File: src/rtl/hash_ctl_pkg.sv
package hash_ctl_pkg;

    localparam int REG_W = 32;

    // register byte offsets
    localparam int OFS_STATUS   = 'h1C;
    localparam int OFS_CFG_BASE = 'h20;   // src, dst, key, len in steps of 4
    localparam int NUM_CFG      = 4;
    localparam int OFS_CMD      = 'h30;

    localparam int CFG_SRC = 0;
    localparam int CFG_DST = 1;
    localparam int CFG_KEY = 2;
    localparam int CFG_LEN = 3;

    // status bit positions
    localparam int STS_BUSY = 0;
    localparam int STS_DONE = 9;
    localparam int STS_OVF  = 23;

    // command bit positions
    localparam int CMD_MD5_LE = 2;
    localparam int CMD_SHA_BE = 3;
    localparam int CMD_ALG_A  = 4;
    localparam int CMD_ALG_B  = 5;
    localparam int CMD_ALG_C  = 6;
    localparam int CMD_ALG_D  = 10;
    localparam int CMD_SG     = 18;

    typedef enum logic [2:0] {
        ALG_NONE   = 3'd0,
        ALG_SHA1   = 3'd1,
        ALG_SHA224 = 3'd2,
        ALG_SHA256 = 3'd3,
        ALG_SHA384 = 3'd4,
        ALG_SHA512 = 3'd5
    } hash_alg_e;

    typedef enum logic {
        SEQ_IDLE = 1'b0,
        SEQ_RUN  = 1'b1
    } seq_state_e;

    typedef struct packed {
        logic [REG_W-1:0] src;
        logic [REG_W-1:0] dst;
        logic [REG_W-1:0] key;
        logic [REG_W-1:0] len;
        hash_alg_e        alg;
        logic             sha_be;
        logic             md5_le;
        logic             sg_mode;
    } job_cfg_t;

    function automatic hash_alg_e decode_alg(input logic [REG_W-1:0] cmd);
        hash_alg_e a;
        case ({cmd[CMD_ALG_D], cmd[CMD_ALG_C], cmd[CMD_ALG_B], cmd[CMD_ALG_A]})
            4'b0010: a = ALG_SHA1;
            4'b0100: a = ALG_SHA224;
            4'b0101: a = ALG_SHA256;
            4'b0110: a = ALG_SHA512;
            4'b1110: a = ALG_SHA384;
            default: a = ALG_NONE;
        endcase
        return a;
    endfunction

    function automatic logic [REG_W-1:0] pack_status(input logic busy,
                                                      input logic done,
                                                      input logic ovf);
        logic [REG_W-1:0] s;
        s           = '0;
        s[STS_BUSY] = busy;
        s[STS_DONE] = done;
        s[STS_OVF]  = ovf;
        return s;
    endfunction

endpackage

File: src/rtl/hash_ctl_regfile.sv
module hash_ctl_regfile
    import hash_ctl_pkg::*;
#(
    parameter int ADDR_W = 8
) (
    input  logic              clk,
    input  logic              rst,
    input  logic              wr_en,
    input  logic [ADDR_W-1:0] addr,
    input  logic [REG_W-1:0]  wdata,
    input  logic              busy,
    input  logic              done_flag,
    input  logic              ovf_flag,
    output logic [REG_W-1:0]  cfg_regs [NUM_CFG],
    output logic              cmd_launch,
    output logic              clr_done,
    output logic [REG_W-1:0]  rdata
);

    localparam logic [ADDR_W-1:0] A_STATUS = ADDR_W'(OFS_STATUS);
    localparam logic [ADDR_W-1:0] A_CMD    = ADDR_W'(OFS_CMD);

    logic [REG_W-1:0] cmd_q;
    logic             cmd_hit;

    // one register per configuration word, each decoded from its own offset
    for (genvar i = 0; i < NUM_CFG; i++) begin : g_cfg
        localparam logic [ADDR_W-1:0] A_THIS = ADDR_W'(OFS_CFG_BASE + 4 * i);
        logic hit;
        assign hit = wr_en && (addr == A_THIS);
        always_ff @(posedge clk) begin
            if (rst) begin
                cfg_regs[i] <= '0;
            end else if (hit) begin
                cfg_regs[i] <= wdata;
            end
        end
    end

    assign cmd_hit    = wr_en && (addr == A_CMD);
    assign cmd_launch = cmd_hit && !busy;
    assign clr_done   = wr_en && (addr == A_STATUS) && wdata[STS_DONE];

    always_ff @(posedge clk) begin
        if (rst) begin
            cmd_q <= '0;
        end else if (cmd_launch) begin
            cmd_q <= wdata;
        end
    end

    always_comb begin
        rdata = '0;
        if (addr == A_STATUS) begin
            rdata = pack_status(busy, done_flag, ovf_flag);
        end
        if (addr == A_CMD) begin
            rdata = cmd_q;
        end
        for (int i = 0; i < NUM_CFG; i++) begin
            if (addr == ADDR_W'(OFS_CFG_BASE + 4 * i)) begin
                rdata = cfg_regs[i];
            end
        end
    end

endmodule

File: src/rtl/hash_ctl_decode.sv
module hash_ctl_decode
    import hash_ctl_pkg::*;
(
    input  logic [REG_W-1:0] cmd_word,
    input  logic [REG_W-1:0] cfg_regs [NUM_CFG],
    output job_cfg_t         job,
    output logic             alg_ok
);

    hash_alg_e alg;

    assign alg    = decode_alg(cmd_word);
    assign alg_ok = (alg != ALG_NONE);

    always_comb begin
        job         = '0;
        job.src     = cfg_regs[CFG_SRC];
        job.dst     = cfg_regs[CFG_DST];
        job.key     = cfg_regs[CFG_KEY];
        job.len     = cfg_regs[CFG_LEN];
        job.alg     = alg;
        job.sha_be  = cmd_word[CMD_SHA_BE];
        job.md5_le  = cmd_word[CMD_MD5_LE];
        job.sg_mode = cmd_word[CMD_SG];
    end

endmodule

File: src/rtl/hash_ctl_seq.sv
module hash_ctl_seq
    import hash_ctl_pkg::*;
(
    input  logic     clk,
    input  logic     rst,
    input  logic     launch,
    input  logic     alg_ok,
    input  job_cfg_t job_in,
    input  logic     clr_done,
    input  logic     dp_done,
    input  logic     dp_overflow,
    output logic     busy,
    output logic     done_flag,
    output logic     ovf_flag,
    output logic     start,
    output job_cfg_t job_out
);

    seq_state_e state_q;
    logic       done_q;
    logic       ovf_q;
    logic       start_q;
    job_cfg_t   job_q;
    logic       finish_now;

    // a job ends either through the datapath or at once for a bad encoding
    always_comb begin
        finish_now = 1'b0;
        if (state_q == SEQ_RUN && dp_done) begin
            finish_now = 1'b1;
        end
        if (state_q == SEQ_IDLE && launch && !alg_ok) begin
            finish_now = 1'b1;
        end
    end

    always_ff @(posedge clk) begin
        if (rst) begin
            state_q <= SEQ_IDLE;
            done_q  <= 1'b0;
            ovf_q   <= 1'b0;
            start_q <= 1'b0;
            job_q   <= '0;
        end else begin
            start_q <= 1'b0;
            if (dp_overflow) begin
                ovf_q <= 1'b1;
            end
            // clear first so that a same-cycle completion wins
            if (clr_done) begin
                done_q <= 1'b0;
            end
            if (finish_now) begin
                done_q <= 1'b1;
            end
            case (state_q)
                SEQ_IDLE: begin
                    if (launch && alg_ok) begin
                        job_q   <= job_in;
                        start_q <= 1'b1;
                        state_q <= SEQ_RUN;
                    end
                end
                SEQ_RUN: begin
                    if (dp_done) begin
                        state_q <= SEQ_IDLE;
                    end
                end
                default: state_q <= SEQ_IDLE;
            endcase
        end
    end

    assign busy      = (state_q == SEQ_RUN);
    assign done_flag = done_q;
    assign ovf_flag  = ovf_q;
    assign start     = start_q;
    assign job_out   = job_q;

endmodule

File: src/rtl/hash_ctl_frontend.sv
module hash_ctl_frontend
    import hash_ctl_pkg::*;
#(
    parameter int ADDR_W = 8
) (
    input  logic              clk,
    input  logic              rst,
    input  logic              reg_wr,
    input  logic [ADDR_W-1:0] reg_addr,
    input  logic [31:0]       reg_wdata,
    output logic [31:0]       reg_rdata,
    input  logic              dp_done,
    input  logic              dp_overflow,
    output logic              dp_start,
    output logic [2:0]        dp_algo,
    output logic [31:0]       dp_src_addr,
    output logic [31:0]       dp_dst_addr,
    output logic [31:0]       dp_key_addr,
    output logic [31:0]       dp_len,
    output logic              dp_be_out,
    output logic              dp_md5_le,
    output logic              dp_sg_mode
);

    logic [REG_W-1:0] cfg_regs [NUM_CFG];
    logic             cmd_launch;
    logic             clr_done;
    logic             busy_w;
    logic             done_w;
    logic             ovf_w;
    logic             alg_ok;
    job_cfg_t         job_new;
    job_cfg_t         job_run;

    hash_ctl_regfile #(.ADDR_W(ADDR_W)) u_regs (
        .clk        (clk),
        .rst        (rst),
        .wr_en      (reg_wr),
        .addr       (reg_addr),
        .wdata      (reg_wdata),
        .busy       (busy_w),
        .done_flag  (done_w),
        .ovf_flag   (ovf_w),
        .cfg_regs   (cfg_regs),
        .cmd_launch (cmd_launch),
        .clr_done   (clr_done),
        .rdata      (reg_rdata)
    );

    // the command being written, not the stored one, defines the new job
    hash_ctl_decode u_dec (
        .cmd_word (reg_wdata),
        .cfg_regs (cfg_regs),
        .job      (job_new),
        .alg_ok   (alg_ok)
    );

    hash_ctl_seq u_seq (
        .clk         (clk),
        .rst         (rst),
        .launch      (cmd_launch),
        .alg_ok      (alg_ok),
        .job_in      (job_new),
        .clr_done    (clr_done),
        .dp_done     (dp_done),
        .dp_overflow (dp_overflow),
        .busy        (busy_w),
        .done_flag   (done_w),
        .ovf_flag    (ovf_w),
        .start       (dp_start),
        .job_out     (job_run)
    );

    assign dp_algo     = job_run.alg;
    assign dp_src_addr = job_run.src;
    assign dp_dst_addr = job_run.dst;
    assign dp_key_addr = job_run.key;
    assign dp_len      = job_run.len;
    assign dp_be_out   = job_run.sha_be;
    assign dp_md5_le   = job_run.md5_le;
    assign dp_sg_mode  = job_run.sg_mode;

endmodule

File: config.mk
export PLATFORM = sky130hd
export DESIGN_NAME = hash_ctl_frontend
export DESIGN_NICKNAME = d
export VERILOG_FILES = /design/src/rtl/hash_ctl_pkg.sv /design/src/rtl/hash_ctl_regfile.sv /design/src/rtl/hash_ctl_decode.sv /design/src/rtl/hash_ctl_seq.sv /design/src/rtl/hash_ctl_frontend.sv
export SDC_FILE = /design/constraint.sdc
export NUM_CORES = 1
export LEC_CHECK = 0
export BUFFER_PORTS_ARGS = -buffer_cell sky130_fd_sc_hd__buf_2
export CAP_MARGIN = 20
export CELL_PAD_IN_SITES_DETAIL_PLACEMENT = 0
export CELL_PAD_IN_SITES_GLOBAL_PLACEMENT = 1
export CORE_MARGIN = 2
export CORE_UTILIZATION = 25
export DETAILED_ROUTE_END_ITERATION = 8
export GPL_ROUTABILITY_DRIVEN = 0
export GPL_TIMING_DRIVEN = 0
export PLACE_DENSITY = 0.49
export SYNTH_ARGS = -nofsm -noshare
export SYNTH_HDL_FRONTEND = slang
export SYNTH_SLANG_ARGS = --single-unit
File: constraint.sdc
create_clock -name clk -period 2.5 [get_ports clk]
set_clock_uncertainty 0.2 [all_clocks]
set_input_delay 0.25 -clock clk [delete_from_list [all_inputs] [get_ports clk]]
set_output_delay 0.25 -clock clk [all_outputs]
set_load 0.05 [all_outputs]
==> results of run 1 <==
[tightest hold or removal path: stages]
cell and delay, ns:
buf_2 0.14, nor3b_1 0.09, a32o_1 0.26
[stage by stage]
step	TNS, ns	instances	setup slack (ns)	util [%]
6_report	0	2465	0.05588	33.04
2_1_floorplan	-0.05873	1480	-0.05873	-
5_1_grt	0	2464	0.001100	33.03
3_5_place_dp	-43.31	2351	-0.7317	29.52
3_3_place_gp	-42.28	2351	-0.7534	29.52
4_1_cts	0	2454	0.002782	32.75
[state kept, by name, summed over array words and instances, names as in the netlist]
register / count
u_seq.ovf_flag: 1
u_regs.cmd_q: 32
u_seq.done_flag: 1
u_seq.job_out: 134
u_regs.cfg_regs: 128
u_seq.start: 1
u_seq.busy: 1
[final timing paths]
kind / startpoint / endpoint / slack [ns] / depth (start not counted)
min: reg_wdata[5] / u_seq.job_out[4] / 0.06 / 3
max reg2reg: u_seq.busy / u_regs.cmd_q[16] / 0.38 / 6
min reg2reg: u_regs.cmd_q[17] / u_regs.cmd_q[17] / 0.25 / 2
max: u_regs.cfg_regs[9] / reg_rdata[9] / 0.06 / 5
[cells by family after synthesis]
group           after synthesis  share of synthesized area (%)
compound gates              442                          21.17
buf+inv                     146                          5.455
flops                       298                          48.07
mux                         123                          9.921
simple gates                471                          15.38
[per-layer routing]
layer | global-route usage (%) | share of wire, % | up-vias
li1 | - | - | 5755
met1 | 28.74 | 48 | 5513
met2 | 33.16 | 46 | 246
met3 | 3.278 | 4.3 | 65
met4 | 6.897 | 2.5 | 0
met5 | 0 | 0 | -
[layout make-up]
type	count	area, um2
Fill cell	5238	32780
Clock buffer	58	1085
Timing Repair Buffer	256	1533
Multi-Input combinational cell	1036	6011
Inverter	4	15.01
Clock inverter	3	15.01
Buffer	142	708.2
Tap cell	664	830.8
Antenna cell	4	10.01
Sequential cell	298	5966
[cells in the mapped netlist, drive strengths merged (2+ instances only)]
| cell | instances | area [um2] |
|---|---|---|
| clkbuf | 97 | 364.1 |
| nand4b | 2 | 17.52 |
| nand2 | 330 | 1239 |
| mux2i | 123 | 1231 |
| nor3b | 3 | 27.52 |
| a21oi | 134 | 674.4 |
| a32o | 2 | 20.02 |
| dfxtp | 298 | 5966 |
| and3b | 3 | 26.28 |
| nor2b | 5 | 31.28 |
| a22oi | 3 | 22.52 |
| o21ai | 133 | 665.6 |
| o311a | 3 | 30.03 |
| nor2 | 106 | 397.9 |
| nor3 | 3 | 26.28 |
| inv | 4 | 15.01 |
| buf | 45 | 297.8 |
| nand2b | 6 | 37.54 |
| or3 | 2 | 17.52 |
| nand3 | 3 | 15.01 |
| o211ai | 131 | 983.4 |
| o22ai | 32 | 200.2 |
[layout by cell type (no fill, tap or decap), drive strengths merged, types with 3 or more instances in the layout]
cell type	count
nand3	3
nand2b	6
buf	254
nor2	106
dfxtp	298
nand2	330
o22ai	32
clkinv	3
a22oi	3
o311a	3
clkbuf	160
dlygate4sd3	42
nor3	3
a21oi	134
and3b	3
inv	4
nor3b	3
nor2b	5
o21ai	133
o211ai	131
mux2i	123
diode	4
[power groups by stage]
stage / Clock (W) / Sequential (W) / Combinational [W]
final: 0.00508 / 0.00476 / 0.000577
after global routing: 0.00541 / 0.00476 / 0.000614
after detailed placement: 0 / 0.00486 / 0.000509
after CTS: 0.00523 / 0.00476 / 0.000570
after global placement: 0 / 0.00486 / 0.000509
after floorplan: 0 / 0.00486 / 0.000246
[what timing repair did]
action,in CTS,in global routing
endpoints found under the setup margin,32,24
hold buffers,42,0
pin swaps,0,2
endpoints found under the hold margin,167,0
resized for setup,26,23
setup buffers,0,7
==> results.yml, run 1 <==
run_status:
  run_status: "finished clean"
die:
  start_util_pct: 25.35
  die_h_um: 226.8
  dieArea_um2: 51440
  io_pins: 212
  die_w_um: 226.8
  fp-row-count: 81
  coreArea_um2: 48950
yosys:
  yosysWarnings: 0
  synthDistinctLibCells: 42
  synth_edf_count: 0
  syn_nets: 1525
  synthCells: 1480
  ys.flop_type: "dfxtp_1"
  syn_area_um2: 12410
  async_flop_share_pct: 0
  avgSynthCellArea_um2: 8.385
  ys_ff_latch: 298
  yosysSeqAreaShare_pct: 48.07
timing:
  max_slew_margin_pct: 34.28
  setup-violations-final: 0
  worst_pin_slew_ns: 0.9857
  period_share_pct: 97.76
  rsz0062_at_grt: "false"
  timing.fmax_ghz: 0.4091
  maxSlewViolCount: 0
  hold_violations: 0
  min_period_ns: 2.444
  holdWs_ns: 0.06421
routing:
  drt-initial-drc-count: 734
  vias: 11580
  drc: 0
  wl_per_cell_um: 22.05
  drt.antenna.violating_nets: 0
  wl_mm: 54.35
  vias_per_cell: 4.697
  dr.pass1.iters: 5
pwr:
  power_w: 0.01041
  p_clk_share_pct: 48.8
  p_int_w: 0.007861
  irDropWorstVdd_uv: 318.7
  power.share.combinational_pct: 5.5
  p_switching_w: 0.002553
  power_frac_seq_pct: 45.7
  switching_share_pct: 24.52
  cellLeakagePower_nw: 6.262
  powerDensity_nw_per_um2: 643.9
clock_tree:
  tritoncts: "yes"
  cts_buffers: 37
  cts-root-buf: "clkbuf_16"
  cts_num_sinks: 298
  htreeDepth: 2
  clk_pin_slew_ns: 0.06
  clock_latency_ns: 0.54
  clockBufferDepth: 3
placed_design:
  portBuffers: 207
  hpwlAfterDp_mm: 41.10
  placed_cell_area_um2: 14450
critical_path:
  worstPathMaxFanout: 3
  crit_chain: "nand2b_1 -> o311a_1 -> a21oi_1 -> o22ai_1 -> buf_2"
  crit_arrival_ns: 1.99
  startpoint_type: "flip-flop"
  slowest_stage: "dfxtp_1"
  critPathMaxStageDelay_ns: 0.45
  cp_top_family: "compound AO/OA/AOI/OAI gates"
  critPathKind: "flip-flop to primary output"
  critPathRequiredTime_ns: 2.05
  crit_buf_inv: 1
  endpoint_kind: "primary output"
global_routing:
  grt-ovfl-total: 0
  grt_max_degree: 12
  grt_pass1_vias: 11390
  grt_first_pass_wirelength_mm: 78.42
  antenna_found_initial: 3
  grt.total_usage_pct: 20.87
layout:
  area_delta_synth_final_pct: 30.33
  final_cell_area_um2: 16170
  nNetsFinal: 1820
  drive_gt1_share_pct: 19.87
worst_hold_path:
  hold_path.class: "input pin to flip-flop"
job:
  drv_cap: 0
Note: power is estimated with default switching activity, not from simulation.
==> run 2, diff against run 1 <==
==> constraint.sdc (replaced) <==
create_clock -name clk -period 2.62 [get_ports clk]
set_clock_uncertainty 0.2 [all_clocks]
set_input_delay 0.262 -clock clk [delete_from_list [all_inputs] [get_ports clk]]
set_output_delay 0.262 -clock clk [all_outputs]
set_load 0.05 [all_outputs]
==> results.yml, run 2 (synthesis gave the netlist of run 1 again) <==
layout:
  drive_gt1_share_pct: 18.06
  area_delta_synth_final_pct: 29.26
  diodes: 0
  final_common_cell: "nand2_1"
  nNetsFinal: 1813
  final_cell_mix: "329 x nand2_1, 298 x dfxtp_1, 216 x buf_2, 133 x a21oi_1, 131 x o211ai_1"
  fillers: 5277
  largest_reg_flops: 134
  final_cell_area_um2: 16040
  final_util_pct: 32.77
die:
  fp-row-count: 81
  die_w_um: 226.8
  start_util_pct: 25.35
  io_pins: 212
  die_h_um: 226.8
  coreArea_um2: 48950
  dieArea_um2: 51440
critical_path:
  regToRegStartpoint: "u_seq.busy"
  critPathKind: "input pin to primary output"
  worstPathMaxFanout: 10
  worstReg2RegEnd: "u_seq.job_out[39]"
  crit_path_frequent_cell: "buf_2"
  crit_arrival_ns: 2.09
  slowest_stage: "buf_2"
  endpoint_kind: "primary output"
  critPathMaxStageDelay_ns: 0.31
  crit_chain: "buf_2 -> buf_2 -> nor2b_1 -> buf_4 -> clkbuf_4 -> a21oi_1 -> o22ai_1 -> buf_2"
  crit_buf_inv: 5
  critPathRequiredTime_ns: 2.16
  ff2ff_setup_slack_ns: 0.37
  worst_r2r_path_depth: 6
  cp_top_family: "buffers and inverters"
  startpoint_type: "input pin"
  crit_cells: 8
clock_tree:
  tritoncts: "yes"
  cts_num_sinks: 298
  cts_buffers: 38
  clockBufferDepth: 3
  cts-root-buf: "clkbuf_16"
  htreeDepth: 2
  clk_pin_slew_ns: 0.06
  clock_latency_ns: 0.55
  post_cts_buffers: 0
timing:
  worst_pin_slew_ns: 0.9648
  setup-violations-final: 0
  min_period_ns: 2.552
  hold_violations: 0
  max_slew_margin_pct: 35.68
  fin_ws_ns: 0.06833
  holdWs_ns: 0.04792
  maxSlewViolCount: 0
  rsz0062_at_grt: "true"
  timing.fmax_ghz: 0.3919
  period_share_pct: 97.39
placed_design:
  hpwlAfterDp_mm: 41.24
  place_ws_ns: -0.6150
  portBuffers: 207
  placed_cell_area_um2: 14280
worst_hold_path:
  hp-start: "reg_wdata[10]"
  min_to: "u_seq.job_out[3]"
  holdPathStages: 4
  hold_path.class: "input pin to flip-flop"
routing:
  vias: 11900
  drt.antenna.violating_nets: 0
  wl_per_cell_um: 23.40
  wl_mm: 57.51
  drc: 0
  vias_per_cell: 4.842
  drt-initial-drc-count: 562
  dr.pass1.iters: 5
job:
  drv_cap: 0
pwr:
  irDropWorstVdd_uv: 388.3
  power_w: 0.01051
  cellLeakagePower_nw: 6.330
  powerDensity_nw_per_um2: 655.0
global_routing:
  grt.total_usage_pct: 22.35
  antenna_found_initial: 0
  grt-ovfl-total: 0
  grt_pass1_vias: 12080
  grt_max_degree: 12
  grt_first_pass_wirelength_mm: 82.79
run_status:
  run_status: "finished clean"
==> run 2: cell types whose count changed in the layout (fill, tap and decap cells not counted), moves of 3 or more <==
cell / before / now
o22ai_1: 4 / 30
o22ai_2: 28 / 2
mux2i_1: 114 / 123
mux2i_2: 9 / 0
clkbuf_1: 103 / 99
clkbuf_16: 37 / 41
diode_2: 4 / 0
buf_4: 17 / 14
buf_6: 16 / 13
==> run 2: layout make-up <==
| type | count | area (um2) | area share [%] |
|---|---|---|---|
| flip-flops and latches | 298 | 5966 | 37.19 |
| multi-input cells | 1036 | 5801 | 36.16 |
| repair buffers | 248 | 1469 | 9.158 |
| clock buffers | 59 | 1174 | 7.317 |
| well taps | 664 | 830.8 | 5.179 |
| plain buffers | 142 | 700.7 | 4.368 |
| clock inverters | 7 | 85.08 | 0.5304 |
| inverters | 4 | 15.01 | 0.09360 |
==> run 2: routing by layer <==
metal / share of wire (%) / wire length (um) / global-route usage [%] / vias up
met5: 0 / 0 / 0 / -
met4: 2.9 / 1688 / 7.852 / 0
met3: 4.6 / 2647 / 3.045 / 88
met2: 45 / 25980 / 36.12 / 332
met1: 47 / 27190 / 30.39 / 5746
li1: - / - / - / 5736
==> run 2: worst max-delay path by stage <==
stage / from / to
after floorplan: reg_addr[2] / reg_rdata[10]
after global placement: reg_addr[4] / reg_rdata[24]
after detailed placement: reg_addr[4] / reg_rdata[24]
after CTS: reg_addr[4] / reg_rdata[27]
after global routing: reg_addr[7] / reg_rdata[30]
final: reg_addr[4] / reg_rdata[27]
==> run 2: worst min-delay path, cell delays in order <==
cell and delay, ns:
clkbuf_1 0.15, nor2_1 0.13, o21a_1 0.13, a32o_1 0.11
==> run 2: what timing repair did <==
| action | CTS | global route |
|---|---|---|
| endpoints found under the hold margin | 166 | 0 |
| hold buffers | 41 | 0 |
| endpoints found under the setup margin | 32 | 24 |
| resized for setup | 29 | 17 |
==> run 2: report_power, final <==
part | switching, W | total (W) | leakage [nW] | internal, W
clock | 0.00213 | 0.00539 | 0.622 | 0.00326
sequential | 0.00000313 | 0.00454 | 2.40 | 0.00454
combinational | 0.000432 | 0.000573 | 3.31 | 0.000141
==> run 2: metrics by stage <==
stage / setup TNS [ns] / std cells
3_3_place_gp: -26.35 / 2351
4_1_cts: 0 / 2458
5_1_grt: -0.03370 / 2458
6_report: 0 / 2458
2_1_floorplan: 0 / 1480
3_5_place_dp: -28.29 / 2351
==> run 3, diff against run 2 <==
--- a/config.mk
+++ b/config.mk
@@ -9,6 +9,7 @@
 export CAP_MARGIN = 20
 export CELL_PAD_IN_SITES_DETAIL_PLACEMENT = 0
 export CELL_PAD_IN_SITES_GLOBAL_PLACEMENT = 1
+export CORE_ASPECT_RATIO = 1.1
 export CORE_MARGIN = 2
 export CORE_UTILIZATION = 25
 export DETAILED_ROUTE_END_ITERATION = 8
==> results.yml, run 3 (synthesis gave the netlist of run 1 again) <==
timing:
  max_slew_margin_pct: 48.23
  timing.fmax_ghz: 0.3919
  setup-violations-final: 0
  finalSetupTns_ns: 0
  period_share_pct: 97.39
  rsz0062_at_grt: "false"
  maxSlewViolCount: 0
  min_period_ns: 2.552
  hold_violations: 0
  worst_pin_slew_ns: 0.7766
layout:
  diodes: 0
  largest_reg_flops: 134
  nNetsFinal: 1811
  final_util_pct: 32.34
  area_delta_synth_final_pct: 27.79
  fillers: 5271
  final_common_cell: "nand2_1"
  drive_gt1_share_pct: 17.34
  stdcell_count: 2440
  final_cell_mix: "329 x nand2_1, 298 x dfxtp_1, 220 x buf_2, 133 x a21oi_1, 131 x o211ai_1"
critical_path:
  slowest_stage: "mux2i_1"
  worstReg2RegEnd: "u_seq.job_out[40]"
  startpoint: "reg_addr[2]"
  crit_path_frequent_cell: "buf_4"
  worst_r2r_path_depth: 6
  startpoint_type: "input pin"
  crit_arrival_ns: 2.09
  critPathMaxStageDelay_ns: 0.36
  critPathRequiredTime_ns: 2.16
  crit_chain: "clkbuf_2 -> buf_4 -> clkbuf_4 -> buf_6 -> mux2i_1 -> o22ai_1 -> buf_4"
  regToRegStartpoint: "u_seq.busy"
  endpoint_kind: "primary output"
  ff2ff_setup_slack_ns: 0.41
  critPathKind: "input pin to primary output"
  worstPathMaxFanout: 10
worst_hold_path:
  min_to: "u_regs.cmd_q[31]"
  hp-start: "reg_addr[3]"
  hold_path.class: "input pin to flip-flop"
  holdPathStages: 5
routing:
  wl_mm: 53.31
  drc: 0
  wl_per_cell_um: 21.85
  dr.pass1.iters: 5
  vias_per_cell: 4.731
  drt.antenna.violating_nets: 0
  vias: 11540
  drt-initial-drc-count: 622
pwr:
  cellLeakagePower_nw: 6.219
  powerDensity_nw_per_um2: 632.3
  power_w: 0.01003
  p_switching_w: 0.002440
  power_frac_seq_pct: 45.3
  p_clk_share_pct: 49.4
  power.share.combinational_pct: 5.3
  irDropWorstVdd_uv: 280.6
  switching_share_pct: 24.33
  p_int_w: 0.007588
placed_design:
  portBuffers: 207
  hpwlAfterDp_mm: 41.13
  dp.cells: 2339
die:
  start_util_pct: 25.31
  die_h_um: 237.7
  die_w_um: 216.4
  io_pins: 212
  fp-row-count: 85
  dieArea_um2: 51440
  coreArea_um2: 49030
clock_tree:
  clk_pin_slew_ns: 0.06
  cts_num_sinks: 298
  htreeDepth: 2
  clock_latency_ns: 0.55
  cts_buffers: 38
  cts-root-buf: "clkbuf_16"
  clockBufferDepth: 3
  tritoncts: "yes"
global_routing:
  grt_first_pass_wirelength_mm: 77.64
  grt_pass1_vias: 11460
  grt-ovfl-total: 0
  antenna_found_initial: 2
  grt.total_usage_pct: 20.34
  grt_max_degree: 12
job:
  drv_cap: 0
run_status:
  run_status: "finished clean"
[run 3: changes by cell type in the layout (fill, tap and decap cells not counted), moves of 2 or more]
cell	change
clkbuf_8	-5
buf_2	+4
clkbuf_16	-2
clkbuf_2	-4
buf_4	-6
dlygate4sd3_1	-2
clkbuf_1	+9
clkinv_2	-3
[run 3: routing by layer]
layer  track usage [%]  part of all wire, %
met1             28.32                   48
met2             32.89                   46
met3             2.674                  3.9
met4             5.687                  2.0
met5                 0                    0
[run 3: power by group through the flow]
stage | Sequential, W | Combinational (W) | Clock (W)
3_5_place_dp | 0.00464 | 0.000480 | 0
5_1_grt | 0.00454 | 0.000567 | 0.00527
2_1_floorplan | 0.00464 | 0.000233 | 0
4_1_cts | 0.00454 | 0.000535 | 0.00510
3_3_place_gp | 0.00464 | 0.000480 | 0
6_report | 0.00454 | 0.000532 | 0.00496
[run 3: worst max path at each step]
stage	endpoint	cells after the start
floorplan	reg_rdata[10]	6
CTS	reg_rdata[21]	6
global route	reg_rdata[21]	8
detailed placement	reg_rdata[21]	7
finish	reg_rdata[21]	7
global placement	reg_rdata[21]	7
[run 3: area by class of cell]
type                    count  area [um2]  share of cell area [%]
well taps                 652       815.8                   5.144
clock buffers              58        1077                   6.793
flip-flops and latches    298        5966                   37.62
clock inverters             4       48.80                  0.3077
plain buffers             142       699.4                   4.411
repair buffers            246        1439                   9.074
multi-input cells        1036        5797                   36.56
inverters                   4       15.01                 0.09468
[run 3: critical path, delay by kind of cell]
family | cells | cell delay, ns
compound gates | 1 | 0.22
buf+inv | 5 | 1.22
mux | 1 | 0.36
[run 3: repair_timing]
action                                 CTS  global route
endpoints found under the hold margin  163             0
setup buffers                            0             0
setup endpoints to repair               32            17
hold buffers                            39             0
gates resized for setup                 17            19
[run 3: stage by stage]
step | setup WS (ns) | instance area, um2 | hold slack, ns
global placement | -0.7810 | 14260 | 0.2416
finish | 0.06842 | 15860 | 0.03802
floorplan | 0.004932 | 12410 | 0.1778
detailed placement | -0.7238 | 14260 | 0.2467
CTS | 0.001713 | 15820 | 0.004762
global route | 0.009828 | 15860 | 0.05802
